## config.mk

```make
export PLATFORM = sky130hd
export DESIGN_NAME = hop_rewrite
export DESIGN_NICKNAME = d
export VERILOG_FILES = /design/src/rtl/hop_pkg.sv /design/src/rtl/hop_rewrite_ctrl.sv /design/src/rtl/hop_rewrite_dp.sv /design/src/rtl/hop_rewrite.sv
export SDC_FILE = /design/constraint.sdc
export NUM_CORES = 1
export LEC_CHECK = 0
export BUFFER_PORTS_ARGS = -buffer_cell sky130_fd_sc_hd__buf_2
export CAP_MARGIN = 20
export CORE_ASPECT_RATIO = 0.8
export CORE_UTILIZATION = 55
export CTS_BUF_LIST = sky130_fd_sc_hd__clkbuf_8
export CTS_CLUSTER_SIZE = 8
export DETAILED_ROUTE_END_ITERATION = 8
export PLACE_DENSITY_LB_ADDON = 0.2
export SLEW_MARGIN = 15
export SYNTH_ARGS = -nofsm -noshare
export SYNTH_HDL_FRONTEND = slang
export SYNTH_SLANG_ARGS = --single-unit
```

## constraint.sdc

```tcl
create_clock -name clk -period 4.8 [get_ports clk]
set_input_delay 0.24 -clock clk [delete_from_list [all_inputs] [get_ports clk]]
set_output_delay 0.24 -clock clk [all_outputs]
set_load 0.01 [all_outputs]
```

## src/rtl/hop_pkg.sv

```systemverilog
package hop_pkg;
  localparam int IDX_W = 12;

  typedef struct packed {
    logic             loadCtl;
    logic             emitTag;
    logic             shiftIn;
    logic             emitBody;
    logic             emitFcs;
    logic [IDX_W-1:0] idx;
  } hop_stb_t;

  function automatic logic [31:0] crc32Step(input logic [31:0] c, input logic [7:0] d);
    logic [31:0] r;
    r = c;
    for (int b = 0; b < 8; b++)
      r = (r[0] ^ d[b]) ? ((r >> 1) ^ 32'hEDB88320) : (r >> 1);
    return r;
  endfunction
endpackage

```

## src/rtl/hop_rewrite_ctrl.sv

```systemverilog
module hop_rewrite_ctrl
  import hop_pkg::*;
#(
  parameter int TAG_BYTES = 2,
  parameter int DLY       = 4
) (
  input  logic     clk,
  input  logic     rstN,
  input  logic     ctlValid,
  input  logic     frmValid,
  input  logic     frmStart,
  input  logic     frmEnd,
  output logic     ctlTake,
  output logic     frmTake,
  output hop_stb_t stb
);
  typedef enum logic [1:0] {S_IDLE, S_TAG, S_BODY, S_FCS} st_t;
  st_t st;
  logic [IDX_W-1:0] cnt;

  always_comb begin
    stb     = '0;
    ctlTake = 1'b0;
    frmTake = 1'b0;
    case (st)
      S_IDLE: if (ctlValid && frmValid && frmStart) begin
        ctlTake     = 1'b1;
        stb.loadCtl = 1'b1;
      end
      S_TAG: begin
        stb.emitTag = 1'b1;
        stb.idx     = cnt;
      end
      S_BODY: if (frmValid) begin
        frmTake     = 1'b1;
        stb.shiftIn = 1'b1;
        if (cnt >= IDX_W'(DLY)) begin
          stb.emitBody = 1'b1;
          stb.idx      = cnt - IDX_W'(DLY);
        end
      end
      default: begin
        stb.emitFcs = 1'b1;
        stb.idx     = cnt;
      end
    endcase
  end

  always_ff @(posedge clk) begin
    if (!rstN) begin
      st  <= S_IDLE;
      cnt <= '0;
    end else begin
      case (st)
        S_IDLE: if (ctlTake) begin st <= S_TAG; cnt <= '0; end
        S_TAG:
          if (cnt == IDX_W'(TAG_BYTES - 1)) begin st <= S_BODY; cnt <= '0; end
          else cnt <= cnt + 1'b1;
        S_BODY: if (frmTake) begin
          if (frmEnd) begin st <= S_FCS; cnt <= '0; end
          else cnt <= cnt + 1'b1;
        end
        default:
          if (cnt == IDX_W'(DLY - 1)) begin st <= S_IDLE; cnt <= '0; end
          else cnt <= cnt + 1'b1;
      endcase
    end
  end

  p_single_pop_r1: assert property (@(posedge clk) disable iff (!rstN)
    ctlTake |=> !ctlTake);
  p_pop_with_head_r1: assert property (@(posedge clk) disable iff (!rstN)
    ctlTake |-> (frmValid && frmStart && ctlValid));
endmodule

```

## src/rtl/hop_rewrite_dp.sv

```systemverilog
module hop_rewrite_dp
  import hop_pkg::*;
#(
  parameter int PORTS   = 8,
  parameter int QUEUES  = 4,
  parameter int DLY     = 4,
  parameter int TTL_POS = 22,
  parameter int CK_POS  = 24,
  localparam int PORT_W     = $clog2(PORTS),
  localparam int QW         = $clog2(QUEUES),
  localparam int MASK_BYTES = (PORTS + 7) / 8,
  localparam int TAG_BYTES  = MASK_BYTES + 1,
  localparam int TAG_W      = TAG_BYTES * 8
) (
  input  logic              clk,
  input  logic              rstN,
  input  hop_stb_t          stb,
  input  logic [7:0]        frmData,
  input  logic [47:0]       ctlDstMac,
  input  logic [47:0]       ctlSrcMac,
  input  logic [PORT_W-1:0] ctlPort,
  input  logic [PORTS-1:0]  ctlGroup,
  input  logic [QW-1:0]     ctlQueue,
  input  logic              ctlDrop,
  output logic              outValid,
  output logic [7:0]        outData,
  output logic              outStart,
  output logic              outEnd,
  output logic              outPunt
);
  logic [47:0]      dstR, srcR;
  logic [TAG_W-1:0] tagR;
  logic [7:0]       dly [DLY];
  logic             puntR;
  logic [7:0]       ckLoR;
  logic [31:0]      crcR, crcFin;
  logic [PORTS-1:0] portMask;
  logic [7:0]       oldByte, nextByte, newByte;
  logic [16:0]      ckSum17;
  logic [15:0]      ckNew;
  int               bi;

  assign portMask = (&ctlDstMac) ? ctlGroup : (PORTS'(1) << ctlPort);
  assign oldByte  = dly[DLY-1];
  assign nextByte = dly[DLY-2];
  assign ckSum17  = {1'b0, oldByte, nextByte} + 17'h00100;
  assign ckNew    = ckSum17[15:0] + {15'b0, ckSum17[16]};
  assign crcFin   = ~crcR;

  always_comb begin
    bi = int'(stb.idx);
    if (bi < 6)                 newByte = dstR[(5 - bi)*8 +: 8];
    else if (bi < 12)           newByte = srcR[(11 - bi)*8 +: 8];
    else if (bi == TTL_POS)     newByte = (oldByte <= 8'd1) ? oldByte : oldByte - 8'd1;
    else if (bi == CK_POS)      newByte = puntR ? oldByte : ckNew[15:8];
    else if (bi == CK_POS + 1)  newByte = puntR ? oldByte : ckLoR;
    else                        newByte = oldByte;
  end

  always_ff @(posedge clk) begin
    if (stb.loadCtl) begin
      dstR <= ctlDstMac;
      srcR <= ctlSrcMac;
      tagR <= {(MASK_BYTES*8)'(portMask), 8'({ctlDrop, ctlQueue})};
    end
    if (stb.shiftIn) begin
      dly[0] <= frmData;
      for (int i = 1; i < DLY; i++) dly[i] <= dly[i-1];
    end
    if (stb.emitBody && bi == CK_POS) ckLoR <= ckNew[7:0];
  end

  always_ff @(posedge clk) begin
    if (!rstN) begin
      puntR    <= 1'b0;
      crcR     <= '1;
      outValid <= 1'b0;
      outData  <= '0;
      outStart <= 1'b0;
      outEnd   <= 1'b0;
      outPunt  <= 1'b0;
    end else begin
      if (stb.loadCtl) begin
        puntR <= 1'b0;
        crcR  <= '1;
      end
      if (stb.emitBody) begin
        crcR <= crc32Step(crcR, newByte);
        if (bi == TTL_POS) puntR <= (oldByte <= 8'd1);
      end
      outValid <= stb.emitTag | stb.emitBody | stb.emitFcs;
      outStart <= stb.emitTag && bi == 0;
      outEnd   <= stb.emitFcs && bi == DLY - 1;
      outPunt  <= stb.emitFcs && bi == DLY - 1 && puntR;
      if (stb.emitTag)       outData <= tagR[(TAG_BYTES - 1 - bi)*8 +: 8];
      else if (stb.emitBody) outData <= newByte;
      else if (stb.emitFcs)  outData <= crcFin[bi*8 +: 8];
    end
  end

  p_fcs_after_input_r8: assert property (@(posedge clk) disable iff (!rstN)
    (stb.emitFcs && stb.idx == '0) |-> $past(stb.shiftIn));
  p_start_not_end_r2: assert property (@(posedge clk) disable iff (!rstN)
    outStart |-> !outEnd);
endmodule

```

## src/rtl/hop_rewrite.sv

```systemverilog
module hop_rewrite
  import hop_pkg::*;
#(
  parameter int PORTS     = 8,
  parameter int QUEUES    = 4,
  parameter int FCS_BYTES = 4,
  parameter int TTL_POS   = 22,
  parameter int CK_POS    = 24,
  localparam int PORT_W    = $clog2(PORTS),
  localparam int QW        = $clog2(QUEUES),
  localparam int TAG_BYTES = (PORTS + 7) / 8 + 1
) (
  input  logic              clk,
  input  logic              rstN,
  input  logic              frmValid,
  input  logic [7:0]        frmData,
  input  logic              frmStart,
  input  logic              frmEnd,
  output logic              frmTake,
  input  logic              ctlValid,
  input  logic [47:0]       ctlDstMac,
  input  logic [47:0]       ctlSrcMac,
  input  logic [PORT_W-1:0] ctlPort,
  input  logic [PORTS-1:0]  ctlGroup,
  input  logic [QW-1:0]     ctlQueue,
  input  logic              ctlDrop,
  output logic              ctlTake,
  output logic              outValid,
  output logic [7:0]        outData,
  output logic              outStart,
  output logic              outEnd,
  output logic              outPunt
);
  hop_stb_t stb;

  hop_rewrite_ctrl #(.TAG_BYTES(TAG_BYTES), .DLY(FCS_BYTES)) u_ctrl (
    .clk(clk), .rstN(rstN), .ctlValid(ctlValid), .frmValid(frmValid),
    .frmStart(frmStart), .frmEnd(frmEnd), .ctlTake(ctlTake),
    .frmTake(frmTake), .stb(stb)
  );

  hop_rewrite_dp #(.PORTS(PORTS), .QUEUES(QUEUES), .DLY(FCS_BYTES),
                   .TTL_POS(TTL_POS), .CK_POS(CK_POS)) u_dp (
    .clk(clk), .rstN(rstN), .stb(stb), .frmData(frmData),
    .ctlDstMac(ctlDstMac), .ctlSrcMac(ctlSrcMac), .ctlPort(ctlPort),
    .ctlGroup(ctlGroup), .ctlQueue(ctlQueue), .ctlDrop(ctlDrop),
    .outValid(outValid), .outData(outData), .outStart(outStart),
    .outEnd(outEnd), .outPunt(outPunt)
  );

  p_tag_latency_r10: assert property (@(posedge clk) disable iff (!rstN)
    ctlTake |=> ##1 (outValid && outStart));
  p_punt_at_end_r7: assert property (@(posedge clk) disable iff (!rstN)
    outPunt |-> (outValid && outEnd));
  p_take_has_data_r9: assert property (@(posedge clk) disable iff (!rstN)
    frmTake |-> frmValid);
endmodule

```

==> impl_metrics.tcl <==
set metrics [dict create \
    hpwl_um 21400 \
    fin_skew_ns 0.0218 \
    final_max_slew_viol_count 0 \
    vias 9762 \
    die_h_um 129 \
    synth_edf_count 147 \
    cts.path.max_buffers 3 \
    finish.utilization_pct 71.9 \
    worstSetupPathType "flip-flop to flip-flop" \
    clk_pin_slew_ns 0.06 \
    power.leakage_nw 5.49 \
    drt_wl_total_um 36300 \
    synth_top_family_by_area "compound AO/OA/AOI/OAI gates" \
    antenna_found_initial 0 \
    numPortBuffers 137 \
    track_usage_pct 33.5 \
    path_max_fanout 10 \
    ys_seq_area_share_pct 50.2 \
    intPower_mw 4.47 \
    arrival_ns 5.10 \
    synth-seq-cells 206 \
    fin_crit_ns 4.64 \
    htree_num_levels 2 \
    synthTopCellsByCount "edfxtp_1, nand2_1, nor2_1" \
    grt_max_degree 71 \
    post-route-drc-count 0 \
    synthDistinctLibCells 97 \
    synth_nets 1125 \
    synth_area_leaders "edfxtp_1, dfxtp_1, xnor2_1, ha_1, nand2_1" \
    grt_pass1_wl_um 52700 \
    hp-class "input port to flip-flop" \
    start_util_pct 56.1 \
    power_switching_mw 2.53 \
    cap_violations 0 \
    seqPwrFrac_pct 29.8 \
    yosysWarnings 0 \
    grt_pass1_vias 9159 \
    pwr-share-clk_pct 21.9 \
    final.fill_count 1346 \
    yosys.area_share.xor_xnor_pct 10.4 \
    area.growth.synth_to_final_pct 28.1 \
    fmax_mhz 216 \
    synth_top_flop_cell "edfxtp_1" \
    synth_mux_area_share_pct 3.30 \
    syn-cell-area_um2 11100 \
    die_x_um 161 \
    root_buffer "clkbuf_8" \
    cts_num_sinks 206 \
    routedWlPerCell_um 23.2 \
    setup_viol 0 \
    numCtsBuffers 35 \
    synth_area_leader_cell "edfxtp_1" \
    period_share_pct 96.6 \
    die_area_um2 20800 \
    ant_nets 0 \
    powerDensity_nw_per_um2 490 \
    outcome "finished clean" \
    combPwrFrac_pct 48.3 \
    finalHoldViolCount 0 \
    synthArstFlopShare_pct 0 \
    worst_slew_pin_slew_ns 0.889 \
    first_pass_iters 6 \
    switching_share_pct 36.1 \
    cts_tree "done" \
    cp-end-kind "flip-flop" \
    slew_headroom_pct 40.8 \
    ios 138 \
    post-synth-top-count-cell "edfxtp_1" \
    fin_tns_setup_ns 0 \
    regArea_um2 5600 \
    synth_adder_area_share_pct 2.58 \
    nets 1428 \
    yosys.area_share.simple_pct 14.1 \
    drive_above_1_share_pct 24.5 \
    synthCells 978 \
    synth-compound-area-share_pct 16.2 \
    gp_congestion 0.990 \
    grt-ovfl-total 0 \
    multiInputGateArea_um2 5250 \
    crit_required_ns 5.27 \
    viasPerCell 6.24 \
    drtIter0Drc 1496 \
    yosysTopAreaCellShare_pct 39.6 \
    rows 46 \
    cp-start-kind "flip-flop" \
    clock_latency_ns 0.55 \
    core_area_um2 19900 \
    syn_area_per_cell_um2 11.4 \
    vdd_ir_drop_max_uv 383 \
]
[layer usage]
layer | GRT usage (%) | routed length (um) | vias up
met5 | 0 | 0 | -
met4 | 15.5 | 1460 | 0
met3 | 8.29 | 4200 | 126
met2 | 50.9 | 16200 | 746
met1 | 45.6 | 14500 | 4571
li1 | - | - | 4319
[critical path: stages, from the launching register on]
cell and delay [ns]:
dfxtp_1 0.36, inv_1 0.09, ha_1 0.26, or2_1 0.33, a21oi_1 0.17, o21a_1 0.18
buf_4 0.18, ha_1 0.29, buf_4 0.22, o21bai_1 0.19, a211oi_1 0.26, o32a_1 0.27
nor4_2 0.06, a211oi_2 0.22, buf_4 0.17, xnor2_4 0.17, buf_4 0.23, xor2_1 0.27
xnor2_2 0.21, xnor3_1 0.27, a31oi_1 0.16
[cell families after synthesis]
| group | Yosys count |
|---|---|
| AND/OR/NAND/NOR | 302 |
| multiplexers | 30 |
| AO/OA/AOI/OAI | 239 |
| XOR/XNOR | 96 |
| adder cells (fa/ha/maj) | 23 |
| flip-flops | 206 |
| buffers and inverters | 82 |
[power by group through the flow]
stage / clock network [mW] / registers [mW] / logic, mW
after global placement: 0 / 2.11 / 3.02
after CTS: 1.51 / 2.08 / 3.14
after global routing: 1.62 / 2.09 / 3.59
after detailed placement: 0 / 2.12 / 3.06
final: 1.53 / 2.09 / 3.38
after floorplan: 0 / 2.12 / 2.30
[area by class of cell]
type | count | area share [%]
Multi-Input combinational cell | 690 | 36.8
Timing Repair Buffer | 319 | 16.5
Clock inverter | 17 | 0.736
Antenna cell | 1 | 0.0175
Sequential cell | 206 | 39.2
Tap cell | 264 | 2.31
Clock buffer | 38 | 3.66
Inverter | 29 | 0.780
[path summary, 6_finish.rpt]
kind	from	endpoint	slack (ns)	depth (start not counted)
max	u_ctrl.st[0]	u_dp.crcR[23]	0.16	20
min	ctlGroup[0]	u_dp.tagR[8]	0.03	2
max reg2reg	u_ctrl.st[0]	u_dp.crcR[23]	0.16	20
min reg2reg	u_dp.dly[0][2]	u_dp.dly[1][2]	0.42	0
[repair_timing]
action | 4_1_cts | 5_1_grt
hold buffers | 107 | 0
gates resized for setup | 0 | 12
setup endpoints to repair | 0 | 12
setup buffers | 0 | 16
hold endpoints to repair | 107 | 0
[flip-flops by register name, indices dropped and copies added, names as in the netlist, 2 cells and up]
name and cells:
u_dp.srcR 48, u_ctrl.cnt 12, u_dp.dly 32, u_dp.tagR 11, u_dp.outData 8, u_ctrl.st 2, u_dp.ckLoR 8, u_dp.crcR 32
u_dp.dstR 48
[cells in the final DEF, fill, tap and decap left out, types with 5 or more instances in the layout]
cell / count
a211o_1: 5
o22ai_1: 9
buf_2: 137
nor2b_1: 6
o21a_1: 5
a22oi_1: 9
ha_1: 23
clkbuf_8: 38
mux4_2: 5
nand2_1: 72
clkinv_1: 5
a2bb2oi_1: 6
xnor2_4: 5
xnor3_1: 7
inv_1: 34
o22a_1: 16
nor3b_1: 5
a21oi_1: 30
and3_1: 16
o21ai_1: 8
nor2_1: 71
a31oi_1: 16
edfxtp_1: 147
mux2i_1: 21
xnor2_1: 52
nor4_1: 9
o21ai_0: 38
a21o_1: 8
a221oi_1: 17
o211ai_1: 10
nand3_1: 28
nand4b_1: 5
and2_1: 8
dlygate4sd3_1: 107
nor3_1: 23
buf_4: 72
nand4_1: 22
dfxtp_1: 59
xor2_1: 21
[per-stage QoR]
step / hold slack [ns] / instance area (um2) / setup slack, ns / total power, mW / instances
after detailed placement: 0.405 / 12400 / 0.0904 / 5.18 / 1385
after CTS: 0.0114 / 14100 / 0.0775 / 6.73 / 1547
after floorplan: 0.339 / 11100 / 0.00190 / 4.42 / 978
final: 0.0260 / 14300 / 0.165 / 7.00 / 1564
after global placement: 0.401 / 12400 / 0.135 / 5.13 / 1385
after global routing: 0.00867 / 14300 / -0.00123 / 7.30 / 1563
Note: power is estimated with default switching activity, not from simulation.
